--- config.mk ---
export PLATFORM = sky130hd
export DESIGN_NAME = edac_rdseq
export DESIGN_NICKNAME = d
export VERILOG_FILES = /design/src/rtl/edac_rdseq_pkg.sv /design/src/rtl/edac_rdseq_timer.sv /design/src/rtl/edac_rdseq_hardtrack.sv /design/src/rtl/edac_rdseq.sv
export SDC_FILE = /design/constraint.sdc
export NUM_CORES = 1
export LEC_CHECK = 0
export BUFFER_PORTS_ARGS = -buffer_cell sky130_fd_sc_hd__buf_2
export CAP_MARGIN = 20
export CORE_MARGIN = 2
export CORE_UTILIZATION = 50
export CTS_CLUSTER_DIAMETER = 100
export DETAILED_ROUTE_END_ITERATION = 12
export HOLD_SLACK_MARGIN = 0.12
export PLACE_DENSITY = 0.79
export SETUP_SLACK_MARGIN = 0.3
export SYNTH_ARGS = -nofsm -noshare
export SYNTH_HDL_FRONTEND = slang
export SYNTH_SLANG_ARGS = --single-unit
--- constraint.sdc ---
create_clock -name clk -period 4.4 [get_ports clk]
set_input_delay 1.32 -clock clk [delete_from_list [all_inputs] [get_ports clk]]
set_output_delay 1.32 -clock clk [all_outputs]
set_load 0.02 [all_outputs]
--- src/rtl/edac_rdseq_pkg.sv ---
package edac_rdseq_pkg;

    typedef enum logic [2:0] {
        ST_IDLE,
        ST_START,
        ST_LATCH,
        ST_CORRECT,
        ST_DONE
    } seq_state_t;

    // Mode pair driven onto the EDAC: {hi, lo}
    localparam logic [1:0] MODE_ENCODE  = 2'b00;
    localparam logic [1:0] MODE_START   = 2'b01;
    localparam logic [1:0] MODE_LATCH   = 2'b11;
    localparam logic [1:0] MODE_CORRECT = 2'b10;

endpackage

--- src/rtl/edac_rdseq_timer.sv ---
module edac_rdseq_timer #(
    parameter int SETTLE_W = 4
) (
    input  logic                clk,
    input  logic                rst_n,
    input  logic                clr,
    input  logic                run,
    input  logic [SETTLE_W-1:0] limit,
    output logic                expired
);
    logic [SETTLE_W-1:0] cnt_q;
    logic [SETTLE_W-1:0] last_idx;

    // Zero settle behaves as one cycle
    always_comb begin
        if (limit == '0) begin
            last_idx = '0;
        end else begin
            last_idx = limit - SETTLE_W'(1);
        end
        expired = (cnt_q == last_idx);
    end

    always_ff @(posedge clk or negedge rst_n) begin
        if (!rst_n) begin
            cnt_q <= '0;
        end else if (clr) begin
            cnt_q <= '0;
        end else if (run && !expired) begin
            cnt_q <= cnt_q + SETTLE_W'(1);
        end
    end

endmodule

--- src/rtl/edac_rdseq_hardtrack.sv ---
module edac_rdseq_hardtrack #(
    parameter int SYN_W   = 6,
    parameter int RUN_LEN = 3
) (
    input  logic             clk,
    input  logic             rst_n,
    input  logic             upd,
    input  logic             single_ok,
    input  logic [SYN_W-1:0] syn,
    output logic             hard
);
    localparam int RW = $clog2(RUN_LEN + 1);

    logic [RW-1:0]    run_q;
    logic [SYN_W-1:0] last_q;

    always_ff @(posedge clk or negedge rst_n) begin
        if (!rst_n) begin
            run_q  <= '0;
            last_q <= '0;
        end else if (upd) begin
            if (single_ok && (syn != '0)) begin
                last_q <= syn;
                if ((syn == last_q) && (run_q != '0)) begin
                    if (run_q != RW'(RUN_LEN)) begin
                        run_q <= run_q + RW'(1);
                    end
                end else begin
                    run_q <= RW'(1);
                end
            end else begin
                run_q <= '0;
            end
        end
    end

    assign hard = (run_q >= RW'(RUN_LEN));

endmodule

--- src/rtl/edac_rdseq.sv ---
module edac_rdseq
    import edac_rdseq_pkg::*;
#(
    parameter int SYN_W    = 6,
    parameter int SETTLE_W = 4,
    parameter int RUN_LEN  = 3
) (
    input  logic                clk,
    input  logic                rst_n,
    input  logic                rd_req,
    input  logic                mem_valid,
    input  logic                flag_single,
    input  logic                flag_double,
    input  logic [SYN_W-1:0]    syndrome_in,
    input  logic [SETTLE_W-1:0] settle_cfg,
    input  logic                irq_ack,
    output logic                mode_hi,
    output logic                mode_lo,
    output logic                busy,
    output logic                rd_done,
    output logic                sel_corrected,
    output logic                irq,
    output logic                stat_single,
    output logic                stat_double,
    output logic [SYN_W-1:0]    stat_syndrome,
    output logic                hard_err
);
    seq_state_t state_q, state_d;

    logic tmr_clr, tmr_run, tmr_exp;
    logic latch_end, corr_end;
    logic go_correct, dbl_seen;
    logic finish;
    logic [1:0] mode;

    edac_rdseq_timer #(.SETTLE_W(SETTLE_W)) u_timer (
        .clk     (clk),
        .rst_n   (rst_n),
        .clr     (tmr_clr),
        .run     (tmr_run),
        .limit   (settle_cfg),
        .expired (tmr_exp)
    );

    assign latch_end  = (state_q == ST_LATCH)   && tmr_exp;
    assign corr_end   = (state_q == ST_CORRECT) && tmr_exp;
    assign dbl_seen   = latch_end && flag_double;
    assign go_correct = latch_end && flag_single && !flag_double;
    assign finish     = (latch_end && !go_correct) || corr_end;
    assign tmr_clr    = ((state_q == ST_START) && mem_valid) || go_correct;
    assign tmr_run    = (state_q == ST_LATCH) || (state_q == ST_CORRECT);

    // State register
    always_ff @(posedge clk or negedge rst_n) begin
        if (!rst_n) begin
            state_q <= ST_IDLE;
        end else begin
            state_q <= state_d;
        end
    end

    // Next state
    always_comb begin
        state_d = state_q;
        unique case (state_q)
            ST_IDLE:    if (rd_req)    state_d = ST_START;
            ST_START:   if (mem_valid) state_d = ST_LATCH;
            ST_LATCH: begin
                if (go_correct) begin
                    state_d = ST_CORRECT;
                end else if (tmr_exp) begin
                    state_d = ST_DONE;
                end
            end
            ST_CORRECT: if (tmr_exp)   state_d = ST_DONE;
            ST_DONE:                   state_d = ST_IDLE;
            default:                   state_d = ST_IDLE;
        endcase
    end

    // Mode and handshake outputs
    always_comb begin
        mode    = MODE_ENCODE;
        rd_done = 1'b0;
        unique case (state_q)
            ST_IDLE:    mode = MODE_ENCODE;
            ST_START:   mode = MODE_START;
            ST_LATCH:   mode = MODE_LATCH;
            ST_CORRECT: mode = MODE_CORRECT;
            ST_DONE:    rd_done = 1'b1;
            default:    mode = MODE_ENCODE;
        endcase
        mode_hi = mode[1];
        mode_lo = mode[0];
        busy    = (state_q != ST_IDLE);
    end

    // Status register and data-source select, loaded as a read finishes
    always_ff @(posedge clk or negedge rst_n) begin
        if (!rst_n) begin
            sel_corrected <= 1'b0;
            stat_single   <= 1'b0;
            stat_double   <= 1'b0;
            stat_syndrome <= '0;
        end else if (finish) begin
            sel_corrected <= corr_end;
            stat_single   <= corr_end ? 1'b1 : flag_single;
            stat_double   <= corr_end ? 1'b0 : flag_double;
            stat_syndrome <= corr_end ? syndrome_in : '0;
        end
    end

    // Interrupt: set wins over acknowledge
    always_ff @(posedge clk or negedge rst_n) begin
        if (!rst_n) begin
            irq <= 1'b0;
        end else if (dbl_seen) begin
            irq <= 1'b1;
        end else if (irq_ack) begin
            irq <= 1'b0;
        end
    end

    edac_rdseq_hardtrack #(.SYN_W(SYN_W), .RUN_LEN(RUN_LEN)) u_hard (
        .clk       (clk),
        .rst_n     (rst_n),
        .upd       (finish),
        .single_ok (corr_end),
        .syn       (syndrome_in),
        .hard      (hard_err)
    );

endmodule

# --- Word-level counts from Yosys, hierarchy flattened ---
# Cells that the tools add are included.
word_totals:
  reg_bits: 25
  out_inout_bits: 15
  elab_cells: 67
classes:
  n_addsub: 3
  magnitude_cmp: 1
  n_eq_ne: 10
  muxes: 18
  reduce_logical: 26
op_table:
  columns: ["operator", "n"]
  rows:
  - ["3-bit two-way mux", 4]
  - ["4-bit two-way mux", 3]
  - ["3-bit case mux with 4 select lines", 1]
  - ["1-bit logical AND", 10]
  - ["3-bit by 2-bit equality test with 1-bit output (second input constant)", 2]
  - ["6-bit equality test", 1]
  - ["2-bit two-way mux", 3]
  - ["6-bit two-way mux", 1]
  - ["2-bit inequality test (second input constant)", 3]
  - ["2-bit case mux with 3 select lines", 1]
  - ["2-bit AND reduction", 3]
  - ["2-bit nonzero test", 3]
  - ["6-bit nonzero test", 1]
  - ["1-bit two-way mux", 5]
  - ["4-bit by 1-bit adder with 4-bit output (second input constant)", 1]
  - ["4-bit equality test", 1]
  - ["4-bit zero test", 1]
  - ["4-bit by 1-bit subtractor with 4-bit output (second input constant)", 1]
  - ["3-bit by 1-bit equality test with 1-bit output (second input constant)", 1]
  - ["3-bit equality test (second input constant)", 1]
  - ["1-bit zero test", 3]
  - ["3-bit zero test", 1]
  - ["1-bit logical OR", 3]
  - ["3-bit inequality test (second input constant)", 1]
  - ["3 further kinds", 3]

# --- Depth between registers and ports, before layout ---
# Gate-level depths: netlist of the first run.
logic_depth:
  word_depth: 10
  mapped_depth: 7
  ltp_nobuf: 7

# --- Modules after synthesis ---
# From an unflattened synthesis of the first run, not the netlist that was laid out.
hier_totals:
  hier_cells: 139
  hier_area_um2: 1492.7
modules_own_cells:
  columns: ["module", "instances", "cells_per_inst", "area_each_um2"]
  rows:
  - ["edac_rdseq", 1, 60, 645.6]
  - ["edac_rdseq_hardtrack", 1, 38, 467.9]
  - ["edac_rdseq_timer", 1, 41, 379.1]

# --- Least setup slack after synthesis of the first run ---
# Ideal clock, no wire load.
synth_timing:
  path_kind: "input to register"
  startpoint: "input port settle_cfg[3]"
  endpoint: "register sel_corrected"
  setup_ns: 0.121
  t_arrival_ns: 2.619
  t_required_ns: 4.279
  slack_ns: 1.660
  stages: 7
  path_buffers: 1
  cell_sequence: "nor4_1 -> a31oi_1 -> a21o_1 -> a211oi_2 -> buf_4 -> o21ai_0 -> a22o_1"
synth_via:
  elab_chain_cells: 9
  word_cells_on_any_way: 11
  cone_classes: "add/sub (1); eq/ne (1); mux (1); reduce/logical (8)"
synth_lines:
  columns: ["item", "line", "text"]
  rows:
  - ["start: declaration", "edac_rdseq.sv:15", "input logic [SETTLE_W-1:0] settle_cfg,"]
  - ["4-bit by 1-bit subtractor with 4-bit output or 4-bit zero test (tied branches)", "edac_rdseq_timer.sv:19, edac_rdseq_timer.sv:16", null]
  - ["4-bit two-way mux (*)", "edac_rdseq_timer.sv:16", "if (limit == '0) begin"]
  - ["4-bit equality test (*)", "edac_rdseq_timer.sv:21", "expired = (cnt_q == last_idx);"]
  - ["1-bit logical AND", "edac_rdseq.sv:45", "assign latch_end = (state_q == ST_LATCH) && tmr_exp;"]
  - ["1-bit logical AND (2 in a row)", "edac_rdseq.sv:48", "assign go_correct = latch_end && flag_single && !flag_double;"]
  - ["1-bit zero test", "edac_rdseq.sv:49", "assign finish = (latch_end && !go_correct) || corr_end;"]
  - ["1-bit logical AND", "edac_rdseq.sv:49", null]
  - ["1-bit logical OR", "edac_rdseq.sv:49", null]
  - ["end signal: assignment", "edac_rdseq.sv:106", "sel_corrected <= corr_end;"]
  - ["end: declaration", "edac_rdseq.sv:21", "output logic sel_corrected,"]
# Mark *: on every way between the ends. The rest lies on a longest branch, timed or not.
# A chain may end at the register's enable or synchronous reset.

# --- Worst setup path in the final report of the first run ---
layout_timing:
  startpoint: "input port settle_cfg[3]"
  endpoint: "register u_hard.run_q[1]"
layout_via:
  elab_chain_cells: 10
  word_cells_on_any_way: 15
  cone_classes: "add/sub (1); eq/ne (2); mux (2); reduce/logical (10)"
layout_lines:
  columns: ["item", "line", "text"]
  rows:
  - ["4-bit by 1-bit subtractor with 4-bit output or 4-bit zero test (tied branches)", "edac_rdseq_timer.sv:19, edac_rdseq_timer.sv:16", null]
  - ["4-bit two-way mux (*)", "edac_rdseq_timer.sv:16", null]
  - ["4-bit equality test (*)", "edac_rdseq_timer.sv:21", null]
  - ["1-bit logical AND", "edac_rdseq.sv:45", null]
  - ["1-bit logical AND (2 in a row)", "edac_rdseq.sv:48", null]
  - ["1-bit zero test", "edac_rdseq.sv:49", null]
  - ["1-bit logical AND", "edac_rdseq.sv:49", null]
  - ["1-bit logical OR", "edac_rdseq.sv:49", null]
  - ["2-bit AND reduction (no line)", null, null]
  - ["end signal: assignment", "edac_rdseq_hardtrack.sv:26", "run_q <= run_q + RW'(1);"]
  - ["end: declaration", "edac_rdseq_hardtrack.sv:14", "logic [RW-1:0] run_q;"]
# Marked as above.

==> results.py, run 1 <==
metrics = {
    "run_status": {
        "outcome": "completed",
    },
    "place": {
        "finalWeightedCongestion": 0.7753,
        "final_hpwl_from_detailed_placement_um": 2134,
        "place.port_buffers": 31,
        "place_ws_ns": 1.242,
        "place_inst": 194,
    },
    "critical_path": {
        "cp_slowest_cell": "sky130_fd_sc_hd__nor4_1",
        "required_time_of_the_worst_setup_path_ns": 4.61,
        "timing.critical_path.to_type": "flop",
        "crit_chain": "buf_2, nor4_1, a31oi_1, a21o_1, a211oi_2, buf_4, nand2_1, a32o_1",
        "setup.worst_path.class": "in2reg",
        "cp-start-kind": "input port",
        "worstPathBufferInverterCount": 2,
        "worstPathArrival_ns": 3.06,
        "critical_path_peak_fanout": 24,
        "critPathTopFamily": "compound AO/OA/AOI/OAI gates",
        "cp_slowest_stage_delay_ns": 0.31,
    },
    "floorplanning": {
        "initial_util_pct": 54.12,
        "rows": 18,
        "number_of_placed_i_o_pins": 32,
        "core_region_area_mm2": 0.002522,
        "fp.dieArea_mm2": 0.003164,
        "fp.dieW_um": 56.25,
        "dieHeight_um": 56.25,
    },
    "clock_tree": {
        "cts-buffers-inserted": 3,
        "clkSlewWorstSetupHoldPaths_ns": 0.13,
        "ctsHoldBuffers": 0,
        "clock_insertion_delay_worst_skew_ns": 0.31,
        "clk_path_buf_depth": 2,
        "cts_repair_resize_count": 0,
        "clkSinkCount": 25,
        "cts.root.buffer_cell": "sky130_fd_sc_hd__clkbuf_4",
        "postCtsSetupBuffers": 0,
        "cts-htree-levels": 1,
        "cts_tree": "built",
    },
    "grt": {
        "vias_in_the_first_global_route": 1122,
        "grt_max_degree": 26,
        "first_pass_grt_wire_length_um": 4857,
        "grt_usage_pct": 18.82,
        "global_route.overflow_total": 0,
        "grt_antenna_before_repair": 0,
    },
    "sta": {
        "holdWs_ns": 0.5021,
        "fin_crit_ns": 2.842,
        "final.setup.tns_ns": 0,
        "ratio_of_final_minimum_period_to_clock_period_pct": 64.59,
        "hold_viol_final": 0,
        "clock-skew-final_ns": 0.002467,
        "report.final.setup_viol": 0,
        "setup_slack_ns": 1.558,
        "timing.max_slew.rel_slack_pct": 63.73,
        "grt_setup_unrepaired": "false",
        "worst_slew_pin_slew_ns": 0.5440,
        "fmaxAchievable_mhz": 351.9,
        "report.final.slew_viol_count": 0,
    },
    "yosys": {
        "synth_enable_flop_cells": 0,
        "yosysWarnings": 0,
        "synthArstFlopShare_pct": 100.0,
        "ys_ff_latch": 25,
        "most_used_dff_post_synth": "sky130_fd_sc_hd__dfrtp_1",
        "synth_area_per_cell_um2": 9.964,
        "synth_area_mm2": 0.001365,
        "synth_cell_type_count": 35,
        "synth_nets": 157,
        "ys_seq_area_share_pct": 45.83,
        "syn_inst": 137,
    },
    "worst_hold_path": {
        "min_path_type": "reg2reg",
    },
    "layout": {
        "layout.nets": 189,
        "commonest_non_fill_non_tap_cells_in_the_layout": "sky130_fd_sc_hd__buf_2, sky130_fd_sc_hd__dfrtp_1, sky130_fd_sc_hd__a32o_1",
        "n_antenna_cell": 0,
        "relative_area_change_from_synthesis_to_final_layout_pct": 15.03,
        "multi_input_comb_area_um2": 679.4,
        "layout_commonest_cell": "sky130_fd_sc_hd__buf_2",
        "instances_no_fill": 198,
        "layout.core_utilization_pct": 62.25,
        "sequential_cell_area_um2": 625.6,
        "nFillCells": 223,
        "post_route_cells_drive_above_1_share_pct": 22.62,
    },
    "detailed_routing": {
        "detailroute.via_count": 1194,
        "avgRoutedWirePerCell_um": 14.32,
        "drt-total-wl_um": 2836,
        "ant_nets": 0,
        "drt_first_pass_iters": 4,
        "drc": 0,
        "viasPerCell": 6.030,
        "drtIter0Drc": 35,
    },
    "run": {
        "cap_viol_max_count": 0,
    },
    "power_and_ir_drop": {
        "reported_leakage_power_nw": 0.7391,
        "powerDensity_mw_per_mm2": 626.7,
        "power.ir.vdd_worst_v": 0.0003659,
    },
}
-- final timing paths --
kind / to / slack, ns / cells after the start / startpoint
min in group asynchronous: irq$_DFFE_PN0P_ / 0.97 / 1 / rst_n
min reg2reg: stat_syndrome[1]$_DFFE_PN0P_ / 0.50 / 1 / stat_syndrome[1]$_DFFE_PN0P_
max reg2reg: u_hard.run_q[1]$_DFFE_PN0P_ / 2.23 / 7 / u_timer.cnt_q[1]$_DFFE_PN0P_
min: stat_syndrome[1]$_DFFE_PN0P_ / 0.50 / 1 / stat_syndrome[1]$_DFFE_PN0P_
max in group asynchronous: u_timer.cnt_q[0]$_DFFE_PN0P_ / 3.07 / 1 / rst_n
max: u_hard.run_q[1]$_DFFE_PN0P_ / 1.56 / 8 / settle_cfg[3]
-- final cells by class --
class	instances	share of cell area [%]
timing repair buffer	33	10.84
inverter	8	1.912
clock buffer	3	1.434
clock inverter	1	0.3187
multi-input combinational	98	43.27
sequential	25	39.84
tap	30	2.390
-- flip-flops by register name, summed over array words and instances (netlist names) --
| name | count |
|---|---|
| irq | 1 |
| sel_corrected | 1 |
| stat_double | 1 |
| stat_single | 1 |
| stat_syndrome | 6 |
| state_q | 3 |
| u_hard.last_q | 6 |
| u_hard.run_q | 2 |
| u_timer.cnt_q | 4 |
-- layer usage --
layer  wire, um  GRT usage, %
met1       1329         25.34
met2       1371         32.27
met3         98         1.613
met4         37         5.782
met5          0             0
-- synth_stat cells (3+ instances only) --
cell | count | share of area [%]
sky130_fd_sc_hd__xor2_1 | 6 | 3.8
sky130_fd_sc_hd__nor2b_1 | 5 | 2.3
sky130_fd_sc_hd__a32o_1 | 13 | 9.5
sky130_fd_sc_hd__a31oi_1 | 4 | 1.8
sky130_fd_sc_hd__o22ai_1 | 3 | 1.4
sky130_fd_sc_hd__clkbuf_1 | 4 | 1.1
sky130_fd_sc_hd__a21oi_1 | 8 | 2.9
sky130_fd_sc_hd__ha_1 | 3 | 2.8
sky130_fd_sc_hd__nor2_1 | 4 | 1.1
sky130_fd_sc_hd__nand3_1 | 3 | 1.1
sky130_fd_sc_hd__dfrtp_1 | 25 | 46
sky130_fd_sc_hd__o21ai_0 | 8 | 2.9
sky130_fd_sc_hd__inv_1 | 8 | 2.2
sky130_fd_sc_hd__nand2_1 | 7 | 1.9
sky130_fd_sc_hd__or3_1 | 6 | 2.8
-- per-stage QoR --
stage,power [mW],instance area (um^2)
6_report,0.9840,1570
4_1_cts,0.9955,1570
2_1_floorplan,0.7512,1365
3_5_place_dp,0.8921,1543
3_3_place_gp,0.8708,1543
5_1_grt,1.069,1570
-- kinds of logic (layout without fill, tap and decap cells) --
logic type                 count (synthesis)  count (layout)  share of synthesized area, %
DFF                                       25              25                         45.83
buffers and inverters                     14              45                         4.399
adders and majority gates                  3               3                         2.750
and+or+nand+nor                           39              39                         15.95
xor gates and xnor gates                   8               8                         5.133
AOI/OAI and AO/OA                         48              48                         25.94
-- where the power goes --
group	switching [mW]	internal, mW
clock network	0.0650	0.0340
logic	0.271	0.203
registers	0.0849	0.326
total	0.421	0.563
No activity file was read; power rests on OpenSTA's default activity.
==> inputs of run 2 (changes only) <==
Settings changed: CORE_UTILIZATION 50 to 47, PLACE_DENSITY 0.79 to 0.78.
Clock period 4.4 ns to 2.6 ns, I/O delays scaled along.
==> run 2 against run 1 <==
Worst hold slack got worse by 0.089 ns. Non-clock buffer count rose by 1. Sequential power rose by 70%. Clock-buffer cell count did not move. Final cell count rose by 1.0%. Combinational power rose by 72%. Highest routed layer unchanged.
==> results.py, run 2 (synthesized netlist as in run 1, its figures left out) <==
metrics = {
    "layout": {
        "nFillCells": 242,
        "layout_commonest_cell": "sky130_fd_sc_hd__buf_2",
        "instances_no_fill": 200,
        "layout.nets": 190,
        "multi_input_comb_area_um2": 679.4,
        "post_route_cells_drive_above_1_share_pct": 23.08,
        "sequential_cell_area_um2": 625.6,
        "commonest_non_fill_non_tap_cells_in_the_layout": "sky130_fd_sc_hd__buf_2, sky130_fd_sc_hd__dfrtp_1, sky130_fd_sc_hd__a32o_1",
        "finish.instance_area_mm2": 0.001582,
        "largestRegisters": "stat_syndrome x6, u_hard.last_q x6, u_timer.cnt_q x4",
        "n_antenna_cell": 0,
        "relative_area_change_from_synthesis_to_final_layout_pct": 15.86,
        "layout.core_utilization_pct": 57.35,
    },
    "sta": {
        "fin_crit_ns": 2.174,
        "hold_viol_final": 0,
        "holdWs_ns": 0.4131,
        "report.final.slew_viol_count": 0,
        "timing.max_slew.rel_slack_pct": 62.56,
        "setup_slack_ns": 0.4264,
        "ratio_of_final_minimum_period_to_clock_period_pct": 83.60,
        "final.setup.tns_ns": 0,
        "report.final.setup_viol": 0,
        "worst_slew_pin_slew_ns": 0.5616,
        "fmaxAchievable_mhz": 460.1,
        "grt_setup_unrepaired": "false",
        "clock-skew-final_ns": 0.003042,
    },
    "grt": {
        "gr-usage-met3_pct": 2.232,
        "grt_max_degree": 26,
        "use_met2_pct": 32.14,
        "global_route.overflow_total": 0,
        "first_pass_grt_wire_length_um": 4816,
        "gr-usage-met1_pct": 23.23,
        "grt_usage_pct": 18.53,
        "grt_antenna_before_repair": 0,
        "busiest_metal_layer_after_global_routing": "met2",
        "vias_in_the_first_global_route": 1108,
    },
    "detailed_routing": {
        "drtIter0Drc": 38,
        "ant_nets": 0,
        "detailroute.via_count": 1222,
        "avgRoutedWirePerCell_um": 14.82,
        "viasPerCell": 6.110,
        "drc": 0,
        "drt_first_pass_iters": 4,
        "drt-total-wl_um": 2964,
    },
    "worst_hold_path": {
        "min_path_type": "in2async",
    },
    "critical_path": {
        "worstPathArrival_ns": 1.39,
        "critPathTopFamily": "flip-flops",
        "timing.critical_path.to_type": "output pin",
        "worstPathBufferInverterCount": 2,
        "crit_chain": "nand2b_1, inv_1, buf_2",
        "setup.worst_path.class": "reg2out",
        "critical_path_peak_fanout": 7,
        "cp_slowest_cell": "sky130_fd_sc_hd__dfrtp_1",
        "cp-start-kind": "flop",
        "required_time_of_the_worst_setup_path_ns": 1.82,
        "cp_slowest_stage_delay_ns": 0.46,
    },
    "floorplanning": {
        "initial_util_pct": 49.50,
        "dieHeight_um": 57.89,
        "fp.dieW_um": 57.89,
        "number_of_placed_i_o_pins": 32,
        "core_region_area_mm2": 0.002758,
        "fp.dieArea_mm2": 0.003351,
        "rows": 19,
    },
    "place": {
        "place_ws_ns": 0.1255,
        "place.port_buffers": 31,
        "place_inst": 196,
        "final_hpwl_from_detailed_placement_um": 2207,
        "placed_instance_area_mm2": 0.001551,
        "finalWeightedCongestion": 0.7718,
    },
    "clock_tree": {
        "postCtsSetupBuffers": 0,
        "clock_insertion_delay_worst_skew_ns": 0.33,
        "clkSinkCount": 25,
        "clkSlewWorstSetupHoldPaths_ns": 0.14,
        "ctsHoldBuffers": 0,
        "cts_tree": "built",
        "cts-buffers-inserted": 3,
        "cts.root.buffer_cell": "sky130_fd_sc_hd__clkbuf_4",
        "cts-htree-levels": 1,
        "cts_repair_resize_count": 0,
        "clk_path_buf_depth": 2,
    },
    "run_status": {
        "outcome": "completed",
    },
    "power_and_ir_drop": {
        "report.power.total_mw": 1.696,
        "p_sw_mw": 0.7409,
        "part_of_the_total_power_dissipated_in_sequential_elements_pct": 41.1,
        "power.share.clock_pct": 10.9,
        "swShare_pct": 43.67,
        "combinationalPowerShare_pct": 48.0,
        "powerDensity_mw_per_mm2": 1073,
        "reported_leakage_power_nw": 0.7408,
        "p_int_mw": 0.9555,
        "power.ir.vdd_worst_v": 0.0007315,
    },
    "run": {
        "cap_viol_max_count": 0,
    },
}
[run 2: cell count changes in the layout (fill, tap and decap cells not counted)]
cell	previous run	this run
sky130_fd_sc_hd__clkinvlp_4	0	1
sky130_fd_sc_hd__clkinv_2	1	0
sky130_fd_sc_hd__buf_4	2	3
[run 2: final cells by class]
type                       instances  share of cell area [%]
tap                               31                   2.453
multi-input combinational         98                   42.96
inverter                           8                   1.899
timing repair buffer              34                   11.23
sequential                        25                   39.56
clock buffer                       3                   1.424
clock inverter                     1                  0.4747
[run 2: final timing paths]
check | startpoint | end | slack [ns] | depth (start not counted)
max in group asynchronous | rst_n | u_timer.cnt_q[2]$_DFFE_PN0P_ | 1.81 | 1
min | rst_n | irq$_DFFE_PN0P_ | 0.41 | 1
max reg2reg | u_hard.run_q[0]$_DFFE_PN0P_ | u_hard.run_q[0]$_DFFE_PN0P_ | 0.58 | 7
max | state_q[2]$_DFFE_PN0P_ | mode_hi | 0.43 | 3
min in group clk | stat_syndrome[4]$_DFFE_PN0P_ | stat_syndrome[4]$_DFFE_PN0P_ | 0.51 | 1
min reg2reg | stat_syndrome[4]$_DFFE_PN0P_ | stat_syndrome[4]$_DFFE_PN0P_ | 0.51 | 1
[run 2: routing by layer]
layer,vias to the layer above,share of wire (%)
li1,587,-
met1,593,46
met2,37,46
met3,5,5.5
met4,0,1.7
met5,-,0
[run 2: power groups by stage]
stage	Sequential, mW	Clock [mW]	Combinational, mW
2_1_floorplan	0.743	0	0.529
3_3_place_gp	0.691	0	0.782
3_5_place_dp	0.703	0	0.816
4_1_cts	0.696	0.192	0.822
5_1_grt	0.716	0.201	0.894
6_report	0.698	0.185	0.814
==> inputs of run 3 (changes only) <==
Settings changed: CORE_UTILIZATION 47 to 50, PLACE_DENSITY 0.78 to 0.79.
Clock period 2.6 ns to 2.15 ns, I/O delays scaled along.
==> run 3 against run 2 <==
Critical path depth grew 5. Cell area is 25% higher. Critical endpoint is now u_hard.run_q[1]$_DFFE_PN0P_. First-iteration DRC count increased by 58%. Routed wire length up 27%. Power up 47%. Clock power grew 16%. Global-route usage increased by 4.5 points. Sequential power rose by 25%. Die area is 5.6% lower. Critical path type is now reg2reg.
==> results.py, run 3 (synthesized netlist as in run 1, its figures left out) <==
metrics = {
    "run_status": {
        "outcome": "completed",
    },
    "grt": {
        "grt_antenna_before_repair": 0,
        "global_route.overflow_total": 0,
        "first_pass_grt_wire_length_um": 5747,
        "vias_in_the_first_global_route": 1229,
        "grt_usage_pct": 23.05,
        "grt_max_degree": 26,
    },
    "floorplanning": {
        "dieHeight_um": 56.25,
        "rows": 18,
        "fp.dieW_um": 56.25,
        "core_region_area_mm2": 0.002522,
        "fp.dieArea_mm2": 0.003164,
        "initial_util_pct": 54.12,
        "number_of_placed_i_o_pins": 32,
    },
    "clock_tree": {
        "clkSlewWorstSetupHoldPaths_ns": 0.14,
        "cts.root.buffer_cell": "sky130_fd_sc_hd__clkbuf_4",
        "clkSinkCount": 25,
        "cts-htree-levels": 1,
        "cts_tree": "built",
        "clk_path_buf_depth": 2,
        "cts-buffers-inserted": 3,
        "clock_insertion_delay_worst_skew_ns": 0.32,
        "ctsHoldBuffers": 0,
    },
    "sta": {
        "ratio_of_final_minimum_period_to_clock_period_pct": 90.05,
        "fmaxAchievable_mhz": 516.5,
        "setup_slack_ns": 0.2140,
        "holdWs_ns": 0.2916,
        "clock-skew-final_ns": 0.008912,
        "final.setup.tns_ns": 0,
        "grt_setup_unrepaired": "true",
        "report.final.setup_viol": 0,
        "report.final.slew_viol_count": 0,
        "timing.max_slew.rel_slack_pct": 62.06,
        "fin_crit_ns": 1.936,
        "hold_viol_final": 0,
        "worst_slew_pin_slew_ns": 0.5692,
    },
    "place": {
        "placed_instance_area_mm2": 0.001609,
        "place.port_buffers": 31,
        "place_inst": 197,
        "place_ws_ns": -0.1491,
        "finalWeightedCongestion": 0.8123,
        "final_hpwl_from_detailed_placement_um": 2268,
    },
    "run": {
        "cap_viol_max_count": 0,
    },
    "layout": {
        "nFillCells": 153,
        "layout.nets": 211,
        "n_antenna_cell": 0,
        "layout_commonest_cell": "sky130_fd_sc_hd__buf_2",
        "instances_no_fill": 220,
        "finish.instance_area_mm2": 0.001971,
        "layout.core_utilization_pct": 78.13,
        "largestRegisters": "stat_syndrome x6, u_hard.last_q x6, u_timer.cnt_q x4",
        "multi_input_comb_area_um2": 830.8,
        "relative_area_change_from_synthesis_to_final_layout_pct": 44.36,
        "sequential_cell_area_um2": 630.6,
        "commonest_non_fill_non_tap_cells_in_the_layout": "sky130_fd_sc_hd__buf_2, sky130_fd_sc_hd__dfrtp_1, sky130_fd_sc_hd__buf_4",
        "post_route_cells_drive_above_1_share_pct": 44.21,
    },
    "power_and_ir_drop": {
        "power.ir.vdd_worst_v": 0.001030,
        "reported_leakage_power_nw": 0.8954,
        "report.power.total_mw": 2.498,
        "powerDensity_mw_per_mm2": 1268,
    },
    "critical_path": {
        "setup.worst_path.class": "reg2reg",
        "timing.critical_path.to_type": "flop",
        "cp-start-kind": "flop",
        "worstPathArrival_ns": 2.21,
        "critical_path_peak_fanout": 7,
        "required_time_of_the_worst_setup_path_ns": 2.42,
    },
    "detailed_routing": {
        "drtIter0Drc": 60,
        "drt_first_pass_iters": 4,
        "viasPerCell": 6.145,
        "avgRoutedWirePerCell_um": 17.05,
        "ant_nets": 0,
        "drt-total-wl_um": 3750,
        "drc": 0,
        "detailroute.via_count": 1352,
    },
    "worst_hold_path": {
        "min_path_type": "in2async",
    },
}
[run 3: power by group]
| part | total, mW | internal [mW] | switching, mW |
|---|---|---|---|
| clock | 0.215 | 0.0711 | 0.144 |
| sequential | 0.870 | 0.674 | 0.196 |
| combinational | 1.41 | 0.678 | 0.735 |
| total | 2.50 | 1.42 | 1.08 |
[run 3: area by class of cell]
cell class,count,share of cell area [%]
clock buffers,3,1.143
clock inverters,1,0.3810
inverters,8,1.524
multi-input cells,98,42.16
flip-flops and latches,25,32.00
well taps,30,1.905
repair buffers,55,20.89
[run 3: final timing paths]
kind | from | endpoint | slack (ns) | cells after the start
setup / recovery | u_timer.cnt_q[1]$_DFFE_PN0P_ | u_hard.run_q[1]$_DFFE_PN0P_ | 0.21 | 8
hold / removal | rst_n | u_hard.last_q[5]$_DFFE_PN0P_ | 0.29 | 1
setup reg to reg | u_timer.cnt_q[1]$_DFFE_PN0P_ | u_hard.run_q[1]$_DFFE_PN0P_ | 0.21 | 8
hold reg to reg | stat_syndrome[0]$_DFFE_PN0P_ | stat_syndrome[0]$_DFFE_PN0P_ | 0.52 | 1
max in group asynchronous | rst_n | state_q[1]$_DFFE_PN0P_ | 1.45 | 1
min in group clk | irq_ack | irq$_DFFE_PN0P_ | 0.50 | 2
[run 3: per-layer routing]
metal  global-route usage (%)  wire length, um  up-vias
li1                         -                -      633
met1                    31.31             1591      653
met2                    37.82             1870       58
met3                    2.995              213        8
met4                    8.163               75        0
met5                        0                0        -
[run 3: what timing repair did]
action,in CTS,in global routing
cloned,0,0
setup buffers,13,6
setup endpoints to repair,24,29
pin swaps,18,14
gates resized for setup,29,17
[run 3: critical path: stages, from the launching register on]
cell,delay [ns]
sky130_fd_sc_hd__dfrtp_2,0.50
sky130_fd_sc_hd__nor4_4,0.23
sky130_fd_sc_hd__a31oi_1,0.09
sky130_fd_sc_hd__a21o_1,0.23
sky130_fd_sc_hd__a211oi_4,0.25
sky130_fd_sc_hd__buf_6,0.16
sky130_fd_sc_hd__buf_8,0.14
sky130_fd_sc_hd__a22o_1,0.13
sky130_fd_sc_hd__a32o_1,0.17
